**src/rtl/rmw_pkg.sv**
```systemverilog
package rmw_pkg;

  typedef enum logic [2:0] {
    ST_IDLE,
    ST_T1,
    ST_T2,
    ST_BOFF,
    ST_HOLD
  } bus_st_t;

  typedef enum logic [1:0] {
    OP_SWAP = 2'd0,
    OP_INC  = 2'd1,
    OP_ADD  = 2'd2,
    OP_OR   = 2'd3
  } mod_op_t;

endpackage

```
**src/rtl/rmw_lane_map.sv**
```systemverilog
module rmw_lane_map #(
  parameter  int BL = 4,
  localparam int OW = $clog2(BL)
) (
  input  logic [OW-1:0] off,
  input  logic          hi,
  output logic [BL-1:0] be_n
);

  // low half covers lanes off..BL-1, high half covers lanes 0..off-1
  for (genvar i = 0; i < BL; i++) begin : g_lane
    assign be_n[i] = hi ? (off <= OW'(i)) : (off > OW'(i));
  end

endmodule

```
**src/rtl/rmw_modify.sv**
```systemverilog
module rmw_modify
  import rmw_pkg::*;
#(
  parameter int DW = 32
) (
  input  mod_op_t       op,
  input  logic [DW-1:0] old_val,
  input  logic [DW-1:0] arg,
  output logic [DW-1:0] new_val
);

  always_comb begin
    unique case (op)
      OP_SWAP: new_val = arg;
      OP_INC:  new_val = old_val + DW'(1);
      OP_ADD:  new_val = old_val + arg;
      OP_OR:   new_val = old_val | arg;
      default: new_val = arg;
    endcase
  end

endmodule

```
**src/rtl/rmw_lock_seq.sv**
```systemverilog
module rmw_lock_seq
  import rmw_pkg::*;
#(
  parameter  int AW  = 16,
  parameter  int DW  = 32,
  localparam int BL  = DW / 8,
  localparam int OW  = $clog2(BL),
  localparam int WAW = AW - OW
) (
  input  logic           clk,
  input  logic           rst_n,
  input  logic           req_valid,
  output logic           req_ready,
  input  logic           req_lock,
  input  logic [1:0]     req_op,
  input  logic [AW-1:0]  req_addr,
  input  logic [DW-1:0]  req_arg,
  output logic           rsp_valid,
  input  logic           rsp_ready,
  output logic [DW-1:0]  rsp_data,
  output logic           ads_n,
  output logic [WAW-1:0] bus_waddr,
  output logic [BL-1:0]  bus_be_n,
  output logic           bus_wr,
  output logic [DW-1:0]  bus_dout,
  input  logic [DW-1:0]  bus_din,
  input  logic           rdy_n,
  output logic           addr_en,
  output logic           drv_en,
  output logic           lock_n,
  input  logic           hold,
  output logic           hlda,
  input  logic           ahold,
  input  logic           boff_n
);

  localparam int SHW = OW + 3;

  bus_st_t        st;
  logic [1:0]     cyc_idx;
  logic           busy;
  logic           cur_lock;
  mod_op_t        cur_op;
  logic [OW-1:0]  cur_off;
  logic [WAW-1:0] cur_wbase;
  logic [DW-1:0]  cur_arg;
  logic [DW-1:0]  rbuf [2];
  logic [2*DW-1:0] wwide;

  logic unal, half, is_wr, last_cyc, last_rd;
  logic in_bus, abort, cyc_done;
  logic [DW-1:0]   beat0, beat1, old_val, new_val;
  logic [2*DW-1:0] pair_sh, new_wide;
  logic [SHW-1:0]  sh_amt;

  // ---------------- sequence decode ----------------
  assign unal     = (cur_off != '0);
  assign half     = unal & cyc_idx[0];
  assign is_wr    = unal ? cyc_idx[1] : cyc_idx[0];
  assign last_cyc = unal ? (cyc_idx == 2'd3) : (cyc_idx == 2'd1);
  assign last_rd  = !is_wr && (unal ? cyc_idx[0] : 1'b1);

  assign in_bus   = (st == ST_T1) || (st == ST_T2);
  assign abort    = in_bus && !boff_n;                 // back-off beats ready
  assign cyc_done = (st == ST_T2) && boff_n && !rdy_n;

  // ---------------- operand assembly and modify ----------------
  assign beat0  = (cyc_done && !is_wr && !half) ? bus_din : rbuf[0];
  assign beat1  = (cyc_done && !is_wr &&  half) ? bus_din : rbuf[1];
  assign sh_amt = {cur_off, 3'b000};
  assign pair_sh = {beat1, beat0} >> sh_amt;
  assign old_val = pair_sh[DW-1:0];

  rmw_modify #(.DW(DW)) u_mod (
    .op      (cur_op),
    .old_val (old_val),
    .arg     (cur_arg),
    .new_val (new_val)
  );

  assign new_wide = {{DW{1'b0}}, new_val} << sh_amt;

  rmw_lane_map #(.BL(BL)) u_lanes (
    .off  (cur_off),
    .hi   (half),
    .be_n (bus_be_n)
  );

  // ---------------- outputs ----------------
  assign req_ready = (st == ST_IDLE) && !hold && !rsp_valid;
  assign ads_n     = (st != ST_T1);
  assign bus_wr    = is_wr;
  assign bus_waddr = cur_wbase + WAW'(half);
  assign bus_dout  = half ? wwide[2*DW-1:DW] : wwide[DW-1:0];
  assign drv_en    = (st != ST_BOFF) && (st != ST_HOLD);
  assign addr_en   = drv_en && !ahold;
  assign hlda      = (st == ST_HOLD);
  assign lock_n    = !(busy && cur_lock);

  // ---------------- sequencer ----------------
  always_ff @(posedge clk or negedge rst_n) begin
    if (!rst_n) begin
      st        <= ST_IDLE;
      cyc_idx   <= '0;
      busy      <= 1'b0;
      cur_lock  <= 1'b0;
      cur_op    <= OP_SWAP;
      cur_off   <= '0;
      cur_wbase <= '0;
      cur_arg   <= '0;
      wwide     <= '0;
      rsp_valid <= 1'b0;
      rsp_data  <= '0;
      for (int k = 0; k < 2; k++) rbuf[k] <= '0;
    end else begin
      if (rsp_valid && rsp_ready) rsp_valid <= 1'b0;

      if (cyc_done && !is_wr) begin
        for (int k = 0; k < 2; k++)
          if (half == k[0]) rbuf[k] <= bus_din;
      end
      if (cyc_done && last_rd) begin
        rsp_data <= old_val;
        wwide    <= new_wide;
      end

      unique case (st)
        ST_IDLE: begin
          if (hold) begin
            st <= ST_HOLD;
          end else if (req_valid && !rsp_valid) begin
            cur_lock  <= req_lock;
            cur_op    <= mod_op_t'(req_op);
            cur_off   <= req_addr[OW-1:0];
            cur_wbase <= req_addr[AW-1:OW];
            cur_arg   <= req_arg;
            cyc_idx   <= '0;
            busy      <= 1'b1;
            st        <= ST_T1;
          end
        end
        ST_T1: st <= abort ? ST_BOFF : ST_T2;
        ST_T2: begin
          if (abort) begin
            st <= ST_BOFF;
          end else if (cyc_done) begin
            if (last_cyc) begin
              st        <= ST_IDLE;
              busy      <= 1'b0;
              rsp_valid <= 1'b1;
            end else begin
              cyc_idx <= cyc_idx + 2'd1;
              st      <= (hold && !cur_lock) ? ST_HOLD : ST_T1;
            end
          end
        end
        ST_BOFF: if (boff_n) st <= ST_T1;
        ST_HOLD: if (!hold) st <= busy ? ST_T1 : ST_IDLE;
        default: st <= ST_IDLE;
      endcase
    end
  end

  // ---------------- assertions ----------------
  a_r1_lock_with_strobe: assert property (@(posedge clk) disable iff (!rst_n)
    $fell(lock_n) |-> !ads_n);

  a_r2_lock_held: assert property (@(posedge clk) disable iff (!rst_n)
    (!lock_n && !(cyc_done && last_cyc)) |=> !lock_n);

  a_r5_no_hlda_under_lock: assert property (@(posedge clk) disable iff (!rst_n)
    !lock_n |-> !hlda);

  a_r5_hold_floats: assert property (@(posedge clk) disable iff (!rst_n)
    hlda |-> (!addr_en && !drv_en));

  a_r7_boff_aborts: assert property (@(posedge clk) disable iff (!rst_n)
    abort |=> (st == ST_BOFF && !drv_en && !addr_en && $stable(lock_n)));

  a_r7_restart_t1: assert property (@(posedge clk) disable iff (!rst_n)
    (st == ST_BOFF && boff_n) |=> !ads_n);

  a_r8_ahold_floats_addr: assert property (@(posedge clk) disable iff (!rst_n)
    ahold |-> !addr_en);

  a_r9_single_strobe: assert property (@(posedge clk) disable iff (!rst_n)
    !ads_n |=> ads_n);

  a_r10_rsp_stable: assert property (@(posedge clk) disable iff (!rst_n)
    (rsp_valid && !rsp_ready) |=> (rsp_valid && $stable(rsp_data)));

endmodule

```
**config.mk**
```make
export PLATFORM = sky130hd
export DESIGN_NAME = rmw_lock_seq
export DESIGN_NICKNAME = d
export VERILOG_FILES = /design/src/rtl/rmw_pkg.sv /design/src/rtl/rmw_lane_map.sv /design/src/rtl/rmw_modify.sv /design/src/rtl/rmw_lock_seq.sv
export SDC_FILE = /design/constraint.sdc
export NUM_CORES = 1
export LEC_CHECK = 0
export BUFFER_PORTS_ARGS = -buffer_cell sky130_fd_sc_hd__buf_4
export CAP_MARGIN = 40
export CORE_MARGIN = 4
export CORE_UTILIZATION = 53
export DETAILED_ROUTE_END_ITERATION = 10
export PLACE_DENSITY = 0.8
export SETUP_SLACK_MARGIN = 0.05
export SLEW_MARGIN = 20
export SYNTH_ARGS = -nofsm -noshare
export SYNTH_HDL_FRONTEND = slang
export SYNTH_SLANG_ARGS = --single-unit
```
**constraint.sdc**
```tcl
create_clock -name clk -period 5.7 [get_ports clk]
set_input_delay 1.14 -clock clk [delete_from_list [all_inputs] [get_ports clk]]
set_output_delay 1.14 -clock clk [all_outputs]
set_load 0.02 [all_outputs]
```
== Word-level counts from Yosys, hierarchy flattened ==
Cells that the tools add are included.

* Add/subtract/negate cells: 4
* Bitwise logic cells: 4
* Equal/unequal tests: 22
* $lt $le $gt $ge: 8
* Muxes and demuxes: 39
* Shift operators: 2
* Reduce and logical (&&, ||, !) cells: 36

{| class="wikitable"
|+ Operators with widths
! cell !! count
|-
| one-hot mux 32 bit (4 select lines) || 1
|-
| two-way mux 32 bit || 3
|-
| left shift 32 x 5 -> 64 bit || 1
|-
| right shift 64 x 5 -> 32 bit || 1
|-
| adder 32 x 1 -> 32 bit, second input constant || 1
|-
| adder 32 bit || 1
|-
| OR 32 bit || 1
|-
| two-way mux 3 bit || 8
|-
| two-way mux 1 bit || 19
|-
| logical AND 1 bit || 16
|-
| one-hot mux 3 bit (5 select lines) || 1
|-
| adder 14 x 1 -> 14 bit || 1
|-
| inequality test 2 bit, second input constant || 7
|-
| AND reduction 6 bit || 2
|-
| two-way mux 2 bit || 5
|-
| zero test 1 bit || 9
|-
| == test 2 bit, second input constant || 3
|-
| == test 3 x 2 -> 1 bit, second input constant || 2
|-
| inequality test 3 x 2 -> 1 bit, second input constant || 2
|-
| inequality test 3 bit, second input constant || 2
|-
| == test 2 x 1 -> 1 bit, second input constant || 2
|-
| > comparator 2 x 1 -> 1 bit, second input constant || 2
|-
| > comparator 2 bit, second input constant || 2
|-
| less-or-equal comparator 2 x 1 -> 1 bit, second input constant || 2
|-
| 17 further kinds || 21
|}

* Word-level logic and storage cells: 128
* Flip-flop bits (word level): 218
* Input bits: 91

== Logic depth before layout (Yosys ltp) ==
* Depth after elaboration: 10
* Depth in mapped cells: 23

== Cells and area by module ==
From an unflattened synthesis, not the netlist that was laid out.

* Cells, all modules: 1400
* Area, all modules: 13400.4 µm²

{| class="wikitable"
|+ Modules (own cells, without submodules)
! module !! area each (µm²) !! times used !! cells each
|-
| rmw_lock_seq || 10804.1 || 1 || 1000
|-
| rmw_modify || 2555.0 || 1 || 394
|-
| rmw_lane_map || 41.3 || 1 || 6
|}

== Worst setup path after synthesis ==
OpenSTA, ideal clock, no wires.

* Path kind: in2reg
* From: in rdy_n
* To: reg wwide[37]
* Data arrival time: 5.977 ns
* Path slack: -0.342 ns
* Library setup time: 0.065 ns
* Required time: 5.635 ns
* Stages: 20
* Cells stage by stage: nor4b_2 -> nand3_1 -> buf_2 -> buf_1 -> mux2_2 -> o211ai_1 -> o31a_1 -> inv_1 -> ha_1 -> a211o_1 -> o211ai_1 -> nand3_1 -> a21boi_1 -> o31ai_1 -> a2111oi_2 -> mux2i_1 -> a2111oi_2 -> mux2i_1 -> o221ai_1 -> o21a_1

* Word-level cells in the longest chain between the ends: 9
* Elaborated cells on any way between the ends: 14
* Those cells by class: add/sub: 2; shift: 2; mux: 3; bitwise: 1; reduce/logical: 6

{| class="wikitable"
|+ RTL lines
! element !! RTL line !! source
|-
| start, declared || rmw_lock_seq.sv:27 || <nowiki>input logic rdy_n,</nowiki>
|-
| zero test 1 bit * || rmw_lock_seq.sv:65 || <nowiki>assign cyc_done = (st == ST_T2) && boff_n && !rdy_n;</nowiki>
|-
| logical AND 1 bit * || rmw_lock_seq.sv:65 ||
|-
| logical AND 1 bit * || rmw_lock_seq.sv:68, rmw_lock_seq.sv:69 ||
|-
| logical AND 1 bit (on tied branches) || rmw_lock_seq.sv:68, rmw_lock_seq.sv:69 ||
|-
| two-way mux 32 bit (on tied branches) || rmw_lock_seq.sv:68, rmw_lock_seq.sv:69 ||
|-
| right shift 64 x 5 -> 32 bit * || rmw_lock_seq.sv:71 || <nowiki>assign pair_sh = {beat1, beat0} >> sh_amt;</nowiki>
|-
| named net pair_sh[1] || rmw_lock_seq.sv:53 || <nowiki>logic [2*DW-1:0] pair_sh, new_wide;</nowiki>
|-
| adder 32 bit / adder 32 x 1 -> 32 bit (equally long branches) || rmw_modify.sv:16, rmw_modify.sv:15 ||
|-
| one-hot mux 32 bit (4 select lines) * || rmw_modify.sv:13 || <nowiki>unique case (op)</nowiki>
|-
| left shift 32 x 5 -> 64 bit * || rmw_lock_seq.sv:81 || <nowiki>assign new_wide = {{DW{1'b0}}, new_val} << sh_amt;</nowiki>
|-
| end signal, assigned || rmw_lock_seq.sv:124 || <nowiki>wwide <= new_wide;</nowiki>
|-
| end, declared || rmw_lock_seq.sv:48 || <nowiki>logic [2*DW-1:0] wwide;</nowiki>
|}

Mark *: on every way through the listed nets, which the timed path passes. The rest lies on a longest branch.
A chain may end at the register's enable or synchronous reset.

== Worst setup path in the final report ==
* From: in rdy_n
* To: reg wwide[33]

* Word-level cells in the longest chain between the ends: 9
* Elaborated cells on any way between the ends: 14
* Those cells by class: add/sub: 2; shift: 2; mux: 3; bitwise: 1; reduce/logical: 6

{| class="wikitable"
|+ RTL lines
! element !! RTL line !! source
|-
| zero test 1 bit * || rmw_lock_seq.sv:65 ||
|-
| logical AND 1 bit * || rmw_lock_seq.sv:65 ||
|-
| logical AND 1 bit * || rmw_lock_seq.sv:68, rmw_lock_seq.sv:69 ||
|-
| logical AND 1 bit (on tied branches) || rmw_lock_seq.sv:68, rmw_lock_seq.sv:69 ||
|-
| two-way mux 32 bit (on tied branches) || rmw_lock_seq.sv:68, rmw_lock_seq.sv:69 ||
|-
| right shift 64 x 5 -> 32 bit * || rmw_lock_seq.sv:71 ||
|-
| named net pair_sh[1] || rmw_lock_seq.sv:53 ||
|-
| adder 32 bit (tied with other cells) || rmw_modify.sv:16 || <nowiki>OP_ADD: new_val = old_val + arg;</nowiki>
|-
| one-hot mux 32 bit (4 select lines) * || rmw_modify.sv:13 ||
|-
| left shift 32 x 5 -> 64 bit * || rmw_lock_seq.sv:81 ||
|}

Marked as above.

==> impl_metrics.toml <==
[worst_setup_path]
slowest_stage = "or4b_1"
endpoint_kind = "flop"
required_ps = 6070
criticalPathCategory = "in -> reg"
path_buf_inv = 5
cp_top_family = "compound AO/OA/AOI/OAI gates"
crit_start = "rdy_n"
critPathArrivalTime_ps = 5740
endpoint = "wwide[33]$_DFFE_PN0P_"
r2r_end = "wwide[44]$_DFFE_PN0P_"
r2r_start = "st[0]$_DFFE_PN0P_"
rr_worst_depth = 20
path_cells = "buf_4 -> buf_4 -> or4b_1 -> nor3_2 -> mux2i_1 -> nand2_1 -> o211ai_1 -> o31a_1 -> inv_1 -> ha_1 -> a211o_1 -> o211ai_1 -> nand3_1 -> a21boi_4 -> buf_4 -> a211oi_2 -> o31a_1 -> a21oi_2 -> buf_4 -> xnor2_1 -> a22oi_2 -> o21ai_0 -> a2bb2oi_1 -> o21ai_0"
crit_path_start_kind = "input pin"
ff2ff_setup_slack_ps = 510
cp.depth = 24
crit_top_cell = "buf_4"
crit_fanout = 5
slowest_delay_ps = 550

[floorplanning]
initial_core_util_pct = 54.1
die-area_um2 = 26600
core-area_um2 = 23500
io-pin-count = 181
die_h_um = 163
die_w_um = 163
row_count = 56

[clocking]
cts_buffer_depth = 3
numCtsBuffers = 23
clock_latency_ps = 530
cts_sinks = 202
clock-root-buffer = "clkbuf_16"
tritoncts = "yes"
hold_buffers = 0
htreeDepth = 1
clk_pin_slew_ps = 60

[power]
peakVddDrop_mv = 0.421
power.leakage_uw = 0.00810
power_uw = 12000
pwr_density_cell_nw_per_um2 = 738

[yosys]
synth_area_leader_cell = "dfrtp_1"
synth_cells = 1377
synth_common_cells = "dfrtp_1 (202), nand2_1 (169), mux2_2 (110)"
syn_nets = 1503
ys.flop_type = "dfrtp_1"
syn_avg_cell_area_um2 = 9.25
synth_area_um2 = 12700
synth_cell_type_count = 82
yosysMostFrequentCell = "dfrtp_1"
synth_edf_count = 0
synth_warnings = 0
ys_top_cells_by_area = "dfrtp_1 (40%), mux2_2 (9.7%), nand2_1 (5.0%), mux2i_1 (4.8%), o21ai_0 (4.0%)"
synth.top_cell.area_share_pct = 39.7
ys_ff_latch = 202
synth_seq_area_share_pct = 39.7
async_flop_share_pct = 100

[placement]
dpl_cell_area_um2 = 15400
port-buffer-count = 180
dp_cells = 1944
gp_congestion = 0.999
hpwl_um = 32000

[hold_path]
min_from = "wwide[48]$_DFFE_PN0P_"
hold_class = "reg -> reg"

[sta]
fin_setup_tns_ps = 0
finalMaxSlewViolations = 0
skew_ps = 11.7
max_freq_ghz = 0.186
hold_viol_final = 0
worst_slew_pin_slew_ps = 853
fin_crit_ps = 5360
setup-violations-final = 0
rsz0062_at_grt = "false"
max-slew-margin-rel_pct = 42.5
finalCritPeriodShare_pct = 94.1

[drt]
drc = 0
drt-pass1-iter-count = 6
wl_per_cell_um = 21.5
avgViaCountPerCell = 6.03
first_iter_violations = 1203
vias = 12000
drt-total-wl_um = 42700
antenna_left = 0

[flow_run]
cap_violations = 0

[layout]
finalNonFillerCells = 1986
drive_gt1_share_pct = 31.7
multi_input_area_um2 = 7210
antennaDiodeCount = 0
fillCellCount = 1839
ff_latch_area_um2 = 5060
utilization_pct = 69.1
nets = 1777
design_area_um2 = 16300
area_growth_pct = 27.7

[global_route]
antenna_found_initial = 0
grt_usage_pct = 31.9
grt_pass1_vias = 12100
grt_max_degree = 96
grt_pass1_wl_um = 66500
grt-ovfl-total = 0

[outcome]
status = "finished clean"
[report_power, final]
part / total [µW] / internal [µW] / switching, µW
Sequential: 2500 / 2030 / 466
Clock: 1540 / 925 / 616
Combinational: 7980 / 3360 / 4620
Total: 12000 / 6320 / 5700
[routing by layer]
metal / vias to the layer above / share of wire (%) / GRT usage (%)
met3: 113 / 9.9 / 6.11
met1: 5806 / 41 / 43.7
li1: 5411 / - / -
met2: 640 / 44 / 49.8
met5: - / 0 / 0
met4: 0 / 4.7 / 13.5
[metrics by stage]
stage / hold slack (ps) / worst slack [ps]
final: 478 / 338
after global routing: 502 / 64.3
after CTS: 482 / 86.3
after detailed placement: 465 / -455
after global placement: 451 / -351
after floorplan: 433 / 70.5
[layout make-up]
| cell class | count | area share (%) |
|---|---|---|
| multi-input cells | 1016 | 44.3 |
| flip-flops and latches | 202 | 31.1 |
| repair buffers | 329 | 15.6 |
| clock buffers | 32 | 3.93 |
| well taps | 319 | 2.45 |
| inverters | 79 | 1.82 |
| clock inverters | 9 | 0.884 |
[worst reg2reg max path, stage by stage, from the launching register on]
cell	delay (ps)
dfrtp_1	530
nand4bb_1	300
nor4_2	290
buf_4	250
mux2_2	380
mux2_2	290
nand2_1	90
nand2_1	90
ha_1	320
a21o_1	200
a21oi_1	100
maj3_1	390
o21a_1	220
a2111oi_2	480
buf_4	180
nor2_1	50
xnor2_1	120
a31oi_1	280
buf_4	190
a21oi_1	100
a22o_1	230
[cell families after synthesis]
group           synth area share [%]
fa+ha+maj                       3.65
flops                           39.7
simple gates                    15.2
mux                             16.6
compound gates                  17.5
xor+xnor                        2.42
buf+inv                         4.85
[flip-flops by register name, indices dropped and copies added, names as in the netlist]
| signal | count |
|---|---|
| wwide | 56 |
| st | 3 |
| cur_off | 2 |
| cyc_idx | 2 |
| cur_wbase | 14 |
| cur_lock | 1 |
| rsp_valid | 1 |
| busy | 1 |
| cur_op | 2 |
| cur_arg | 32 |
| rsp_data | 32 |
| rbuf | 56 |
[repair_timing]
action	in CTS	in global routing
buffers inserted	0	1
gates resized for setup	0	16
setup endpoints to repair	0	20
[cell usage in the layout (no fill, tap or decap), types with 39 or more instances in the layout]
cell	netlist	final
mux2i_1	61	61
nor2_1	94	92
a21oi_1	75	73
nand2_1	169	169
mux2_2	110	110
and2_1	39	39
buf_4	2	324
dfrtp_1	202	200
inv_1	77	77
o21ai_0	101	100
[worst min path at each step]
stage / end / slack (ps) / depth (start not counted)
2_1_floorplan: wwide[12]$_DFFE_PN0P_ / 430 / 2
3_3_place_gp: wwide[12]$_DFFE_PN0P_ / 450 / 2
3_5_place_dp: wwide[8]$_DFFE_PN0P_ / 470 / 2
4_1_cts: wwide[18]$_DFFE_PN0P_ / 480 / 2
5_1_grt: wwide[40]$_DFFE_PN0P_ / 500 / 2
6_report: wwide[48]$_DFFE_PN0P_ / 480 / 2
No activity file was read; power rests on OpenSTA's default activity.
